File: src/rtl/qsplit_pkg.sv
package qsplit_pkg;

    // number of serial bits folded into one symbol
    localparam int PAIR_BITS = 2;

    // channel indices inside the per-channel arrays of the top level
    localparam int CH_I     = 0;
    localparam int CH_Q     = 1;
    localparam int NUM_CH   = 2;

    // which half of the current pair the next accepted bit fills
    typedef enum logic {
        PH_FIRST  = 1'b0,
        PH_SECOND = 1'b1
    } pair_phase_t;

    // one captured symbol, quadrature bit arrived first
    typedef struct packed {
        logic q;
        logic i;
    } dibit_t;

    localparam dibit_t DIBIT_RESET = '{q: 1'b0, i: 1'b0};

    // split a shift-register snapshot (older bit in the upper position)
    function automatic dibit_t split_pair(input logic [PAIR_BITS-1:0] sr);
        dibit_t d;
        d.q = sr[PAIR_BITS-1];
        d.i = sr[0];
        return d;
    endfunction

endpackage

File: src/rtl/qsplit_shifter.sv
module qsplit_shifter
    import qsplit_pkg::*;
(
    input  logic   clk,
    input  logic   rst,
    input  logic   bit_en,
    input  logic   bit_in,
    output dibit_t pair,
    output logic   pair_ready
);

    logic [PAIR_BITS-1:0] stage_q;
    pair_phase_t          phase_q;

    // two-stage shift register, advanced only on the bit-period enable
    always_ff @(posedge clk) begin
        if (rst) begin
            stage_q <= '0;
        end else if (bit_en) begin
            stage_q <= {stage_q[PAIR_BITS-2:0], bit_in};
        end
    end

    // dibit phase toggle: divides the bit rate by two
    always_ff @(posedge clk) begin
        if (rst) begin
            phase_q    <= PH_FIRST;
            pair_ready <= 1'b0;
        end else begin
            pair_ready <= bit_en && (phase_q == PH_SECOND);
            if (bit_en) begin
                phase_q <= (phase_q == PH_FIRST) ? PH_SECOND : PH_FIRST;
            end
        end
    end

    assign pair = split_pair(stage_q);

endmodule

File: src/rtl/qsplit_capture.sv
module qsplit_capture
    import qsplit_pkg::*;
(
    input  logic   clk,
    input  logic   rst,
    input  logic   pair_ready,
    input  dibit_t pair_in,
    output dibit_t pair_out,
    output logic   strobe
);

    // loads one edge after the shift stage, so it reads settled contents
    always_ff @(posedge clk) begin
        if (rst) begin
            pair_out <= DIBIT_RESET;
            strobe   <= 1'b0;
        end else begin
            strobe <= pair_ready;
            if (pair_ready) begin
                pair_out <= pair_in;
            end
        end
    end

endmodule

File: src/rtl/qsplit_level_map.sv
module qsplit_level_map #(
    parameter int LEVEL_W = 2
) (
    input  logic                      bit_val,
    output logic signed [LEVEL_W-1:0] level
);

    localparam logic [LEVEL_W-1:0] LVL_POS = LEVEL_W'(1);
    localparam logic [LEVEL_W-1:0] LVL_NEG = {LEVEL_W{1'b1}};

    // unipolar to bipolar: 1 -> +1, 0 -> -1
    always_comb begin
        level = bit_val ? LVL_POS : LVL_NEG;
    end

endmodule

File: src/rtl/qpsk_bit_splitter.sv
module qpsk_bit_splitter
    import qsplit_pkg::*;
#(
    parameter int LEVEL_W = 2
) (
    input  logic                      clk,
    input  logic                      rst,
    input  logic                      bit_en,
    input  logic                      bit_in,
    output logic                      i_bit,
    output logic                      q_bit,
    output logic signed [LEVEL_W-1:0] i_level,
    output logic signed [LEVEL_W-1:0] q_level,
    output logic                      symbol_valid
);

    dibit_t shift_pair;
    dibit_t held_pair;
    logic   pair_ready;

    logic [NUM_CH-1:0]         ch_bit;
    logic signed [LEVEL_W-1:0] ch_level [NUM_CH];

    qsplit_shifter u_shift (
        .clk       (clk),
        .rst       (rst),
        .bit_en    (bit_en),
        .bit_in    (bit_in),
        .pair      (shift_pair),
        .pair_ready(pair_ready)
    );

    qsplit_capture u_cap (
        .clk       (clk),
        .rst       (rst),
        .pair_ready(pair_ready),
        .pair_in   (shift_pair),
        .pair_out  (held_pair),
        .strobe    (symbol_valid)
    );

    assign ch_bit[CH_I] = held_pair.i;
    assign ch_bit[CH_Q] = held_pair.q;

    for (genvar g = 0; g < NUM_CH; g++) begin : g_ch
        qsplit_level_map #(.LEVEL_W(LEVEL_W)) u_map (
            .bit_val(ch_bit[g]),
            .level  (ch_level[g])
        );
    end

    assign i_bit   = ch_bit[CH_I];
    assign q_bit   = ch_bit[CH_Q];
    assign i_level = ch_level[CH_I];
    assign q_level = ch_level[CH_Q];

endmodule

File: config.mk
export PLATFORM = sky130hd
export DESIGN_NAME = qpsk_bit_splitter
export DESIGN_NICKNAME = d
export VERILOG_FILES = /design/src/rtl/qsplit_pkg.sv /design/src/rtl/qsplit_shifter.sv /design/src/rtl/qsplit_capture.sv /design/src/rtl/qsplit_level_map.sv /design/src/rtl/qpsk_bit_splitter.sv
export SDC_FILE = /design/constraint.sdc
export NUM_CORES = 1
export LEC_CHECK = 0
export ABC_AREA = 1
export BUFFER_PORTS_ARGS = -buffer_cell sky130_fd_sc_hd__buf_2
export CORE_AREA = 2 2 39 41
export DETAILED_ROUTE_END_ITERATION = 8
export DIE_AREA = 0 0 41 43
export SYNTH_ARGS = -nofsm -noshare
export SYNTH_HDL_FRONTEND = slang
export SYNTH_SLANG_ARGS = --single-unit
File: constraint.sdc
create_clock -name clk -period 0.8 [get_ports clk]
set_input_delay 0.12 -clock clk [delete_from_list [all_inputs] [get_ports clk]]
set_output_delay 0.12 -clock clk [all_outputs]
set_load 0.05 [all_outputs]
# == Yosys cells after proc, flatten, opt, wreduce, memory -nomap -nowiden ==
# Index checks and enable logic that the tools add are counted.
# classes
muxes,3
n_reduce_logical,1
# op_table
operator,count
2-bit 2-to-1 mux,2
1-bit logical AND,1
1-bit 2-to-1 mux,1
# totals
inputBits,4
register_bits,7
wordCells,10

# == Longest topological paths before layout ==
# logic_depth
depth_word,1
depth_mapped,4

# == By module ==
# Synthesis repeated with hierarchy kept, for this count alone.
# hier_totals
cells_unflattened,42
area_unflattened_um2,279.0
# by_module_without_submodules
mod,area_per_inst_um2,n_inst,cells_each
qsplit_shifter,140.1,1,20
qsplit_capture,108.9,1,16
qsplit_level_map,15.0,2,3

# == Least setup slack after synthesis ==
# OpenSTA, ideal clock, no wires.
# synth_path
kind,register to output
startpoint,reg u_cap.pair_out[0] (netlist bit)
endpoint,out i_level[1]
required_ns,0.680
arrival_time_ns,0.980
setup_slack_ns,-0.300
path_stages_with_launch,2
path_cell_list,dfxtp_1 > inv_1
# synth_via
elab_chain_len,1
# synth_rtl
item,line,text
start: declaration,qsplit_capture.sv:8,"output dibit_t pair_out,"
start signal: assignment,qsplit_capture.sv:20,pair_out <= pair_in;
2-bit 2-to-1 mux,qsplit_level_map.sv:13,level = bit_val ? LVL_POS : LVL_NEG;
end: declaration,qpsk_bit_splitter.sv:12,"output logic signed [LEVEL_W-1:0] i_level,"
# Every way passes these cells.

# == Worst setup path in the final report ==
# layout_path
startpoint,reg u_cap.pair_out[1] (netlist bit)
endpoint,out q_level[1]
# layout_via
elab_chain_len,1
# layout_rtl
item,line,text
2-bit 2-to-1 mux,qsplit_level_map.sv:13,
end: declaration,qpsk_bit_splitter.sv:13,"output logic signed [LEVEL_W-1:0] q_level,"
# Every way passes these cells.

==> impl_metrics.py <==
metrics = {
    "status": {
        "status": "finished with violations",
        "violations": "negative setup slack",
    },
    "pwr": {
        "pwr-share-comb_pct": 15.2,
        "internal_power_uw": 591,
        "p_switching_uw": 218,
        "p_leak_nw": 0.186,
        "switching_share_pct": 27.0,
        "p_seq_share_pct": 46.6,
        "finalPower_uw": 810,
        "peakVddDrop_mv": 0.547,
        "clkPwrFrac_pct": 38.2,
        "power_density_nw_per_um2": 2090,
    },
    "die": {
        "initial_core_util_pct": 19.3,
        "die_area_um2": 1760,
        "die-height_um": 43,
        "fp.coreArea_um2": 1380,
        "die_width_um": 41,
        "row_count": 14,
        "io_pins": 11,
    },
    "placement": {
        "gp_congestion": 0.656,
        "portBuffers": 8,
        "dpl.hpwl_um": 341,
    },
    "sta": {
        "rsz0062_at_grt": "yes",
        "fin_setup_tns_ns": -0.531,
        "timing.final.max_slew_violations": 0,
        "worst_slack_ns": -0.140,
        "setup_viol": 5,
        "max_freq_mhz": 1060,
        "finalHoldViolations": 0,
        "period_needed_ns": 0.940,
        "period_share_pct": 118,
        "finClkSkew_ns": 0.00569,
    },
    "worst_setup_path": {
        "critPathCaptureType": "output port",
        "crit_chain": "clkinvlp_4 -> buf_6",
        "start_kind": "flop",
        "cp_slowest_cell": "dfxtp_4",
        "arrival_ns": 0.82,
        "path_class": "reg2out",
        "path_buf_inv": 2,
        "critPathMaxStageDelay_ns": 0.36,
        "critPathTopFamily": "flip-flops",
        "crit_required_ns": 0.68,
        "critPathMaxFanout": 3,
    },
    "clocking": {
        "clock_sinks": 7,
        "cts_tree": "yes",
        "post_cts_buffers": 0,
        "cts_max_level": 1,
        "clock_latency_ns": 0.25,
        "clkTransAtPathRegs_ns": 0.05,
        "cts_root_buffer": "clkbuf_4",
        "numCtsBuffers": 3,
        "clockBufferDepth": 2,
        "postCtsHoldBufs": 0,
    },
    "route": {
        "wl_met1_um": 190,
        "drtAntennaViolNets": 0,
        "vias": 233,
        "dr.pass1.iters": 4,
        "routed_wl_um": 466,
        "wl_met3_um": 44,
        "wl_per_cell_um": 7.06,
        "drt_iter0_drc": 2,
        "route.met2.wl_um": 218,
        "drc": 0,
        "post_drt_via_cell_ratio": 3.53,
        "routed.top_layer": "met4",
    },
    "yosys": {
        "synth_cell_types": 6,
        "synth.area.top_cells": "dfxtp_1, nor2_1, nand2_1",
        "synth_area_leader_cell": "dfxtp_1",
        "syn_area_um2": 268,
        "synthCells": 39,
        "syn_area_per_cell_um2": 6.87,
        "yosysTopAreaCellShare_pct": 52.3,
        "ys_ff_latch": 7,
        "ys_warn_count": 0,
        "ys_seq_area_share_pct": 52.3,
    },
    "finish": {
        "area_delta_synth_final_pct": 44.4,
        "num_antenna_cells": 0,
        "fin_nets": 55,
        "drive_above_1_share_pct": 32.0,
    },
    "global_routing": {
        "grt_antenna_before_repair": 0,
        "grt_first_pass_wirelength_um": 779,
        "overflow": 0,
        "grt_max_degree": 7,
        "grt_pass1_vias": 198,
        "grt.total_usage_pct": 7.73,
    },
    "min_path": {
        "hold_path.class": "in2reg",
    },
    "run": {
        "cap_violations": 0,
    },
}
==> power groups by stage <==
stage / Clock (mW) / Sequential, mW / Combinational, mW
after global placement: 0 / 0.382 / 0.111
after global routing: 0.355 / 0.379 / 0.136
after floorplan: 0 / 0.400 / 0.0777
final: 0.309 / 0.377 / 0.123
after CTS: 0.326 / 0.377 / 0.123
after detailed placement: 0 / 0.383 / 0.113
==> area by class of cell <==
| class | instances | area (um^2) |
|---|---|---|
| Fill cell | 159 | 997 |
| Inverter | 7 | 33.8 |
| Tap cell | 16 | 20.0 |
| Sequential cell | 7 | 149 |
| Timing Repair Buffer | 8 | 67.6 |
| Clock buffer | 4 | 26.3 |
| Multi-Input combinational cell | 24 | 90.1 |
==> worst paths after layout <==
kind | startpoint | end | slack [ns] | cells after the start
worst min-delay path | rst | u_cap.strobe | 0.05 | 2
worst max-delay path | u_cap.pair_out[1] | q_level[1] | -0.14 | 2
worst min register to register | u_shift.pair[1] | u_shift.pair[1] | 0.47 | 2
worst max register to register | u_shift.pair_ready | u_cap.pair_out[0] | 0.14 | 3
==> sequential cells by signal, indices dropped and copies added (netlist names) <==
| name | flops |
|---|---|
| u_shift.phase_q | 1 |
| u_shift.pair | 2 |
| u_cap.pair_out | 2 |
| u_cap.strobe | 1 |
| u_shift.pair_ready | 1 |
==> metrics by stage <==
| stage | util, % | std cells | worst slack (ns) | area, um^2 | hold WS, ns |
|---|---|---|---|---|---|
| after floorplan | - | 40 | -0.0307 | 287 | 0.191 |
| after global placement | 24.0 | 62 | 0.0599 | 332 | 0.311 |
| after detailed placement | 24.0 | 62 | 0.0547 | 332 | 0.313 |
| after CTS | 27.7 | 66 | -0.155 | 383 | 0.0449 |
| after global routing | 27.9 | 66 | -0.190 | 387 | 0.0506 |
| final | 27.9 | 66 | -0.140 | 387 | 0.0548 |
==> cells in the final DEF (no fill, tap or decap), drive strengths merged <==
cell	n
inv	5
conb	2
clkbuf	4
nor2	12
buf	8
clkinvlp	2
dfxtp	7
nand2	10
==> worst reg2reg max path, cell delays in order, from the launching register on <==
cell	delay, ns
dfxtp_1	0.39
nand2_1	0.07
nand2_1	0.06
nor2_1	0.04
==> cells in the mapped netlist <==
cell type  count
nor2_1        12
nand2_1       10
dfxtp_1        7
inv_1          7
buf_4          2
conb_1         1
==> kinds of logic (layout without fill, tap and decap cells) <==
group,Yosys count,in the layout,share of synthesized area (%)
buffers and inverters,9,19,15.4
flip-flops,7,7,52.3
other,1,2,1.40
AND/OR/NAND/NOR,22,22,30.8
==> per-layer routing <==
metal	global-route usage (%)	vias to the layer above
met5	0	-
met3	6.28	2
met4	10.0	0
li1	-	127
met1	6.43	96
met2	9.38	8
==> what timing repair did <==
action                     in CTS  in global routing
gates resized for setup         9                  1
pin swaps                       0                  0
setup endpoints to repair       5                  5
No activity file was read; power rests on OpenSTA's default activity.
